**config.mk**
```make
export PLATFORM = sky130hd
export DESIGN_NAME = pcie_phy_bringup
export DESIGN_NICKNAME = d
export VERILOG_FILES = /design/src/rtl/pcie_bringup_pkg.sv /design/src/rtl/pcie_bringup_timer.sv /design/src/rtl/pcie_bringup_clkctl.sv /design/src/rtl/pcie_phy_bringup.sv
export SDC_FILE = /design/constraint.sdc
export NUM_CORES = 1
export LEC_CHECK = 0
export BUFFER_PORTS_ARGS = -buffer_cell sky130_fd_sc_hd__buf_4
export CORE_ASPECT_RATIO = 0.6
export CORE_MARGIN = 1.5
export CORE_UTILIZATION = 45
export DETAILED_ROUTE_END_ITERATION = 10
export PLACE_DENSITY_LB_ADDON = 0.08
export SLEW_MARGIN = 40
export SYNTH_ARGS = -nofsm -noshare
export SYNTH_HDL_FRONTEND = slang
export SYNTH_SLANG_ARGS = --single-unit
```
**constraint.sdc**
```tcl
create_clock -name clk_i -period 3.3 [get_ports clk_i]
set_clock_uncertainty 0.15 [all_clocks]
set_input_delay 0.33 -clock clk_i [delete_from_list [all_inputs] [get_ports clk_i]]
set_output_delay 0.33 -clock clk_i [all_outputs]
set_load 0.005 [all_outputs]
```
**src/rtl/pcie_bringup_pkg.sv**
```systemverilog
`timescale 1ns/1ps
package pcie_bringup_pkg;

  typedef enum logic [3:0] {
    ST_IDLE,
    ST_RST_HOLD,
    ST_PHY_CFG,
    ST_PWR_ON,
    ST_PD_CLR,
    ST_REF_ON,
    ST_CLK_REQ,
    ST_CLK_WAIT,
    ST_UNWIND,
    ST_SETTLE,
    ST_SETUP,
    ST_READY,
    ST_FAIL
  } seq_state_e;

  localparam logic [3:0] DEV_TYPE_ROOT = 4'd4;
  localparam logic [5:0] LOS_LEVEL     = 6'd9;
  localparam logic [5:0] DEEMPH_G1     = 6'd0;
  localparam logic [5:0] DEEMPH_G2_3P5 = 6'd0;
  localparam logic [5:0] DEEMPH_G2_6   = 6'd20;
  localparam logic [6:0] SWING_FULL    = 7'd127;
  localparam logic [6:0] SWING_LOW     = 7'd127;

endpackage

```
**src/rtl/pcie_bringup_timer.sv**
```systemverilog
`timescale 1ns/1ps
// Microsecond down-counter; prescaler restarts on every load.
module pcie_bringup_timer #(
  parameter int TICK_DIV = 200,
  parameter int LEN_W    = 17
) (
  input  logic             clk_i,
  input  logic             rst_ni,
  input  logic             start_i,
  input  logic [LEN_W-1:0] len_i,
  output logic             busy_o
);

  localparam int PRE_W = (TICK_DIV > 1) ? $clog2(TICK_DIV) : 1;

  logic [PRE_W-1:0] pre_q;
  logic [LEN_W-1:0] cnt_q;
  logic             busy_q;

  always_ff @(posedge clk_i or negedge rst_ni) begin
    if (!rst_ni) begin
      pre_q  <= '0;
      cnt_q  <= '0;
      busy_q <= 1'b0;
    end else if (start_i) begin
      pre_q  <= '0;
      cnt_q  <= len_i;
      busy_q <= (len_i != '0);
    end else if (busy_q) begin
      if (pre_q == PRE_W'(TICK_DIV - 1)) begin
        pre_q <= '0;
        cnt_q <= cnt_q - 1'b1;
        if (cnt_q == LEN_W'(1)) busy_q <= 1'b0;
      end else begin
        pre_q <= pre_q + 1'b1;
      end
    end
  end

  assign busy_o = busy_q;

endmodule

```
**src/rtl/pcie_bringup_clkctl.sv**
```systemverilog
`timescale 1ns/1ps
// Per-clock enable flops with indexed set/clear and ack select.
module pcie_bringup_clkctl #(
  parameter int NUM_CLK = 4,
  parameter int IDX_W   = 2
) (
  input  logic               clk_i,
  input  logic               rst_ni,
  input  logic               set_i,
  input  logic               clr_i,
  input  logic [IDX_W-1:0]   idx_i,
  input  logic [NUM_CLK-1:0] ack_i,
  output logic [NUM_CLK-1:0] en_o,
  output logic               ack_sel_o
);

  for (genvar g = 0; g < NUM_CLK; g++) begin : g_en
    logic en_q;
    always_ff @(posedge clk_i or negedge rst_ni) begin
      if (!rst_ni)                                   en_q <= 1'b0;
      else if (set_i && idx_i == IDX_W'(g))          en_q <= 1'b1;
      else if (clr_i && idx_i == IDX_W'(g))          en_q <= 1'b0;
    end
    assign en_o[g] = en_q;
  end

  assign ack_sel_o = ack_i[idx_i];

endmodule

```
**src/rtl/pcie_phy_bringup.sv**
```systemverilog
`timescale 1ns/1ps
module pcie_phy_bringup
  import pcie_bringup_pkg::*;
#(
  parameter int NUM_CLK     = 4,
  parameter int TICK_DIV    = 200,
  parameter int RST_HOLD_US = 100000,
  parameter int CLK_TMO_US  = 50,
  parameter int SETTLE_US   = 300
) (
  input  logic               clk_i,
  input  logic               rst_ni,
  input  logic               start_i,
  input  logic               rst_fitted_i,
  input  logic [NUM_CLK-1:0] clk_ack_i,
  output logic               test_pd_o,
  output logic               refclk_en_o,
  output logic               train_en_o,
  output logic               ep_rst_no,
  output logic               pwr_on_o,
  output logic [NUM_CLK-1:0] clk_en_o,
  output logic               core_setup_o,
  output logic               ready_o,
  output logic               fail_o,
  output logic [3:0]         dev_type_o,
  output logic [5:0]         los_lvl_o,
  output logic [5:0]         deemph_g1_o,
  output logic [5:0]         deemph_g2_3p5_o,
  output logic [5:0]         deemph_g2_6_o,
  output logic [6:0]         swing_full_o,
  output logic [6:0]         swing_low_o
);

  localparam int MAX_A  = (RST_HOLD_US > CLK_TMO_US) ? RST_HOLD_US : CLK_TMO_US;
  localparam int MAX_US = (MAX_A > SETTLE_US) ? MAX_A : SETTLE_US;
  localparam int LEN_W  = $clog2(MAX_US + 1);
  localparam int IDX_W  = (NUM_CLK > 1) ? $clog2(NUM_CLK) : 1;

  seq_state_e       state_q, state_d;
  logic [IDX_W-1:0] idx_q, idx_d;
  logic             pd_q, pd_d, ref_q, ref_d, train_q, train_d;
  logic             eprst_q, eprst_d, pwr_q, pwr_d;
  logic             tmr_start, tmr_busy;
  logic [LEN_W-1:0] tmr_len;
  logic             clk_set, clk_clr, ack_sel;

  pcie_bringup_timer #(.TICK_DIV(TICK_DIV), .LEN_W(LEN_W)) u_timer (
    .clk_i   (clk_i),
    .rst_ni  (rst_ni),
    .start_i (tmr_start),
    .len_i   (tmr_len),
    .busy_o  (tmr_busy)
  );

  pcie_bringup_clkctl #(.NUM_CLK(NUM_CLK), .IDX_W(IDX_W)) u_clkctl (
    .clk_i     (clk_i),
    .rst_ni    (rst_ni),
    .set_i     (clk_set),
    .clr_i     (clk_clr),
    .idx_i     (idx_q),
    .ack_i     (clk_ack_i),
    .en_o      (clk_en_o),
    .ack_sel_o (ack_sel)
  );

  always_comb begin
    state_d   = state_q;
    idx_d     = idx_q;
    pd_d      = pd_q;
    ref_d     = ref_q;
    train_d   = train_q;
    eprst_d   = eprst_q;
    pwr_d     = pwr_q;
    tmr_start = 1'b0;
    tmr_len   = '0;
    clk_set   = 1'b0;
    clk_clr   = 1'b0;
    unique case (state_q)
      ST_IDLE: if (start_i) begin
        pd_d    = 1'b1;
        train_d = 1'b1;
        ref_d   = 1'b0;
        eprst_d = 1'b0;
        if (rst_fitted_i) begin
          tmr_start = 1'b1;
          tmr_len   = LEN_W'(RST_HOLD_US);
          state_d   = ST_RST_HOLD;
        end else begin
          state_d = ST_PHY_CFG;
        end
      end
      ST_RST_HOLD: if (!tmr_busy) begin
        eprst_d = 1'b1;
        state_d = ST_PHY_CFG;
      end
      ST_PHY_CFG: begin
        train_d = 1'b0;
        state_d = ST_PWR_ON;
      end
      ST_PWR_ON: begin
        pwr_d   = 1'b1;
        state_d = ST_PD_CLR;
      end
      ST_PD_CLR: begin
        pd_d    = 1'b0;
        state_d = ST_REF_ON;
      end
      ST_REF_ON: begin
        ref_d   = 1'b1;
        idx_d   = '0;
        state_d = ST_CLK_REQ;
      end
      ST_CLK_REQ: begin
        clk_set   = 1'b1;
        tmr_start = 1'b1;
        tmr_len   = LEN_W'(CLK_TMO_US);
        state_d   = ST_CLK_WAIT;
      end
      ST_CLK_WAIT: begin
        if (ack_sel) begin
          if (idx_q == IDX_W'(NUM_CLK - 1)) begin
            tmr_start = 1'b1;
            tmr_len   = LEN_W'(SETTLE_US);
            state_d   = ST_SETTLE;
          end else begin
            idx_d   = idx_q + 1'b1;
            state_d = ST_CLK_REQ;
          end
        end else if (!tmr_busy) begin
          state_d = ST_UNWIND;
        end
      end
      ST_UNWIND: begin
        clk_clr = 1'b1;
        if (idx_q == '0) state_d = ST_FAIL;
        else             idx_d   = idx_q - 1'b1;
      end
      ST_SETTLE: if (!tmr_busy) state_d = ST_SETUP;
      ST_SETUP: begin
        train_d = 1'b1;
        state_d = ST_READY;
      end
      ST_READY: ;
      ST_FAIL:  ;
      default:  state_d = ST_IDLE;
    endcase
  end

  always_ff @(posedge clk_i or negedge rst_ni) begin
    if (!rst_ni) begin
      state_q <= ST_IDLE;
      idx_q   <= '0;
      pd_q    <= 1'b0;
      ref_q   <= 1'b0;
      train_q <= 1'b0;
      eprst_q <= 1'b0;
      pwr_q   <= 1'b0;
    end else begin
      state_q <= state_d;
      idx_q   <= idx_d;
      pd_q    <= pd_d;
      ref_q   <= ref_d;
      train_q <= train_d;
      eprst_q <= eprst_d;
      pwr_q   <= pwr_d;
    end
  end

  assign test_pd_o    = pd_q;
  assign refclk_en_o  = ref_q;
  assign train_en_o   = train_q;
  assign ep_rst_no    = eprst_q;
  assign pwr_on_o     = pwr_q;
  assign core_setup_o = (state_q == ST_SETUP);
  assign ready_o      = (state_q == ST_READY);
  assign fail_o       = (state_q == ST_FAIL);

  assign dev_type_o      = DEV_TYPE_ROOT;
  assign los_lvl_o       = LOS_LEVEL;
  assign deemph_g1_o     = DEEMPH_G1;
  assign deemph_g2_3p5_o = DEEMPH_G2_3P5;
  assign deemph_g2_6_o   = DEEMPH_G2_6;
  assign swing_full_o    = SWING_FULL;
  assign swing_low_o     = SWING_LOW;

endmodule

```
==> impl_metrics.yaml <==
timing:
  grt_setup_unrepaired: "no"
  timing.fmax_ghz: 0.424
  setup_viol: 0
  slew-limit-headroom_pct: 55.1
  setup_ws_ps: 941
  fin_crit_sh_pct: 71.5
  timing.final.crit_period_ps: 2360
  drv_slew: 0
  hold_violations: 0
  tightestPinTransition_ps: 664
  tns_ps: 0
die:
  die-area_mm2: 0.00660
  dieWidth_um: 104
  start_util_pct: 48.0
  rows: 21
  core_mm2: 0.00573
  chipHeight_um: 63.6
  io_pins: 62
cells_and_area:
  fin_cells: 391
  num-nets-final: 325
  seqCellArea_mm2: 0.00103
  drive_gt1_share_pct: 13.5
  diodes: 0
  area.growth.synth_to_final_pct: 4.41
  nFillCells: 550
  multi_input_area_mm2: 0.00145
min_path:
  min_to: "test_pd_o"
  min_path_cells: 3
  hold_class: "input port to flop"
  hold_start: "start_i"
clock_tree:
  clkSinkCount: 41
  post_cts_buffers: 0
  numCtsBuffers: 5
  clkTransAtPathRegs_ps: 80
  cts_resized: 0
  tritoncts: "done"
  clock_latency_ps: 300
  hold_buffers: 1
  htree_levels: 2
  root_buffer: "clkbuf_8"
  clockBufferDepth: 2
placed_design:
  dp.cells: 382
  place_congestion: 0.850
  post-place-ws_ps: 960
  dp_hpwl_um: 4010
  port_buffers: 19
power:
  pwr-share-comb_pct: 41.4
  switching_power_uw: 869
  p_leak_uw: 0.00129
  intPower_uw: 1230
  ir_worst_vdd_mv: 0.335
  clkPwrFrac_pct: 17.8
  pwr_density_cell_mw_per_mm2: 733
  seqPwrFrac_pct: 40.8
  swShare_pct: 41.3
synth:
  synth_seq_cells: 41
  synthFlopType: "dfrtp_1"
  ys_seq_area_share_pct: 37.3
  synth_area_leaders: "dfrtp_1, buf_4, ha_1, o21ai_0, a21oi_1"
  yosysWarnings: 0
  yosysTopAreaCell: "dfrtp_1"
  syn_area_mm2: 0.00275
  synthArstFlopShare_pct: 100
  synth_edf_count: 0
  synth_top_area_share_pct: 37.3
  syn_area_per_cell_um2: 9.20
  syn_inst: 299
  synth.distinct_cells: 57
critical_path:
  crit_chain: "ha_1 -> and4b_1 -> nand3_1 -> or4_1 -> a21oi_1"
  reg2regPathDepth: 5
  crit_arrival_ps: 2430
  crit_family: "simple AND/OR/NAND/NOR gates"
  critPathSlowestCell: "or4_1"
  worstSetupPathType: "flop to flop"
  critPathRequiredTime_ps: 3380
  cp_num_buf_inv: 0
  reg2reg_slack_ps: 940
  max_stage_delay_ps: 540
  r2r_start: "u_timer.pre_q[0]"
  start_kind: "flop"
  timing.rr.end: "u_timer.cnt_q[13]"
  critPathMaxFanout: 11
  endpoint_kind: "flop"
grt:
  grt_pass1_vias: 1866
  groute.usage.overall_pct: 18.2
  grt_pass1_wl_um: 9400
  grt_start_max_net_pins: 42
  antenna_found_initial: 0
  overflow: 0
detailed_routing:
  detail_route.first_pass.iterations: 4
  remaining_drc_errors: 0
  ant_nets: 0
  wl_per_cell_um: 14.4
  totalWireLength_um: 5650
  vias: 2069
  drtIter0Drc: 135
  viasPerCell: 5.29
flow_run:
  max_cap_viol_count: 0
status:
  outcome: "complete, no violations"
worst max path at each step:
stage	start	endpoint	slack [ps]	depth (start not counted)
after floorplan	u_timer.cnt_q[9]	u_timer.cnt_q[14]	1380	4
after global placement	u_timer.busy_o	u_timer.cnt_q[13]	1010	4
after detailed placement	u_timer.pre_q[0]	u_timer.cnt_q[13]	960	5
after CTS	u_timer.pre_q[0]	u_timer.cnt_q[13]	940	5
after global routing	u_timer.busy_o	u_timer.cnt_q[13]	790	4
final	u_timer.pre_q[0]	u_timer.cnt_q[13]	940	5
routing by layer:
layer / GRT usage [%] / up-vias / part of all wire (%)
met5: 0 / - / 0
met4: 6.08 / 0 / 0.80
met3: 4.04 / 6 / 5.2
met2: 22.8 / 67 / 38
met1: 29.4 / 972 / 56
li1: - / 1024 / -
cells by family (layout without fill, tap and decap cells):
| kind of cell | count (synthesis) | in the layout | share of synthesized area [%] |
|---|---|---|---|
| buf+inv | 67 | 39 | 15.6 |
| compound gates | 66 | 66 | 15.6 |
| fa+ha+maj | 7 | 7 | 3.18 |
| mux | 8 | 8 | 3.46 |
| xor+xnor | 11 | 11 | 3.50 |
| other cells | 2 | 42 | 0.273 |
| simple gates | 97 | 97 | 21.1 |
| flops | 41 | 41 | 37.3 |
sequential cells by signal, summed over array words and instances (netlist names):
signal / cells
u_timer.busy_o: 1
u_timer.pre_q: 8
u_clkctl.g_en.en_q: 4
test_pd_o: 1
u_timer.cnt_q: 17
idx_q: 2
pwr_on_o: 1
refclk_en_o: 1
train_en_o: 1
state_q: 4
ep_rst_no: 1
final cells by class:
cell class / count / share of cell area (%)
multi-input combinational: 231 / 50.4
sequential: 41 / 35.7
clock inverter: 1 / 0.174
tap: 80 / 3.49
timing repair buffer: 21 / 5.58
inverter: 10 / 1.31
clock buffer: 7 / 3.36
through the flow:
stage | cell area, um2 | utilization (%) | hold slack, ps | power, uW
after floorplan | 2900 | - | -116 | 1530
after global placement | 2760 | 48.2 | 204 | 1720
after detailed placement | 2760 | 48.2 | 206 | 1730
after CTS | 2870 | 50.1 | 246 | 2110
after global routing | 2870 | 50.1 | 272 | 2280
final | 2870 | 50.1 | 244 | 2100
Yosys cell counts (all sizes together) (7+ instances only):
master and count:
or4 7, nand4 8, a31oi 8, ha 7, xor2 9, clkbuf 8
o21ai 17, buf 49, nor2 17, dfrtp 41, inv 9, nand2 17
o31ai 7, a21oi 17
worst reg2reg max path: cells and delay by family, from the launching register on:
family | cells | cell delay, ps
compound gates | 1 | 150
fa+ha+maj | 1 | 250
flops | 1 | 410
simple gates | 3 | 1340
power by group through the flow:
stage	Combinational, uW	Sequential [uW]	Clock (uW)
4_1_cts	871	853	387
3_3_place_gp	859	860	0
3_5_place_dp	864	864	0
5_1_grt	976	892	413
2_1_floorplan	771	760	0
6_report	870	859	374
layout by cell type, fill, tap and decap left out, drive strengths merged, types with 3 or more instances in the layout:
master,count
nand3,6
nor4b,4
nand4,8
inv,9
a31oi,8
nand2b,6
clkbuf,7
dfrtp,41
o31ai,7
a31o,3
nand3b,3
nor4,3
nor2,17
o21ai,17
conb,42
a211oi,3
or4,7
ha,7
mux2i,5
nand2,17
a21oi,17
nor3,6
buf,20
xor2,9
or3,3
Power figures use the tool's default switching activity.
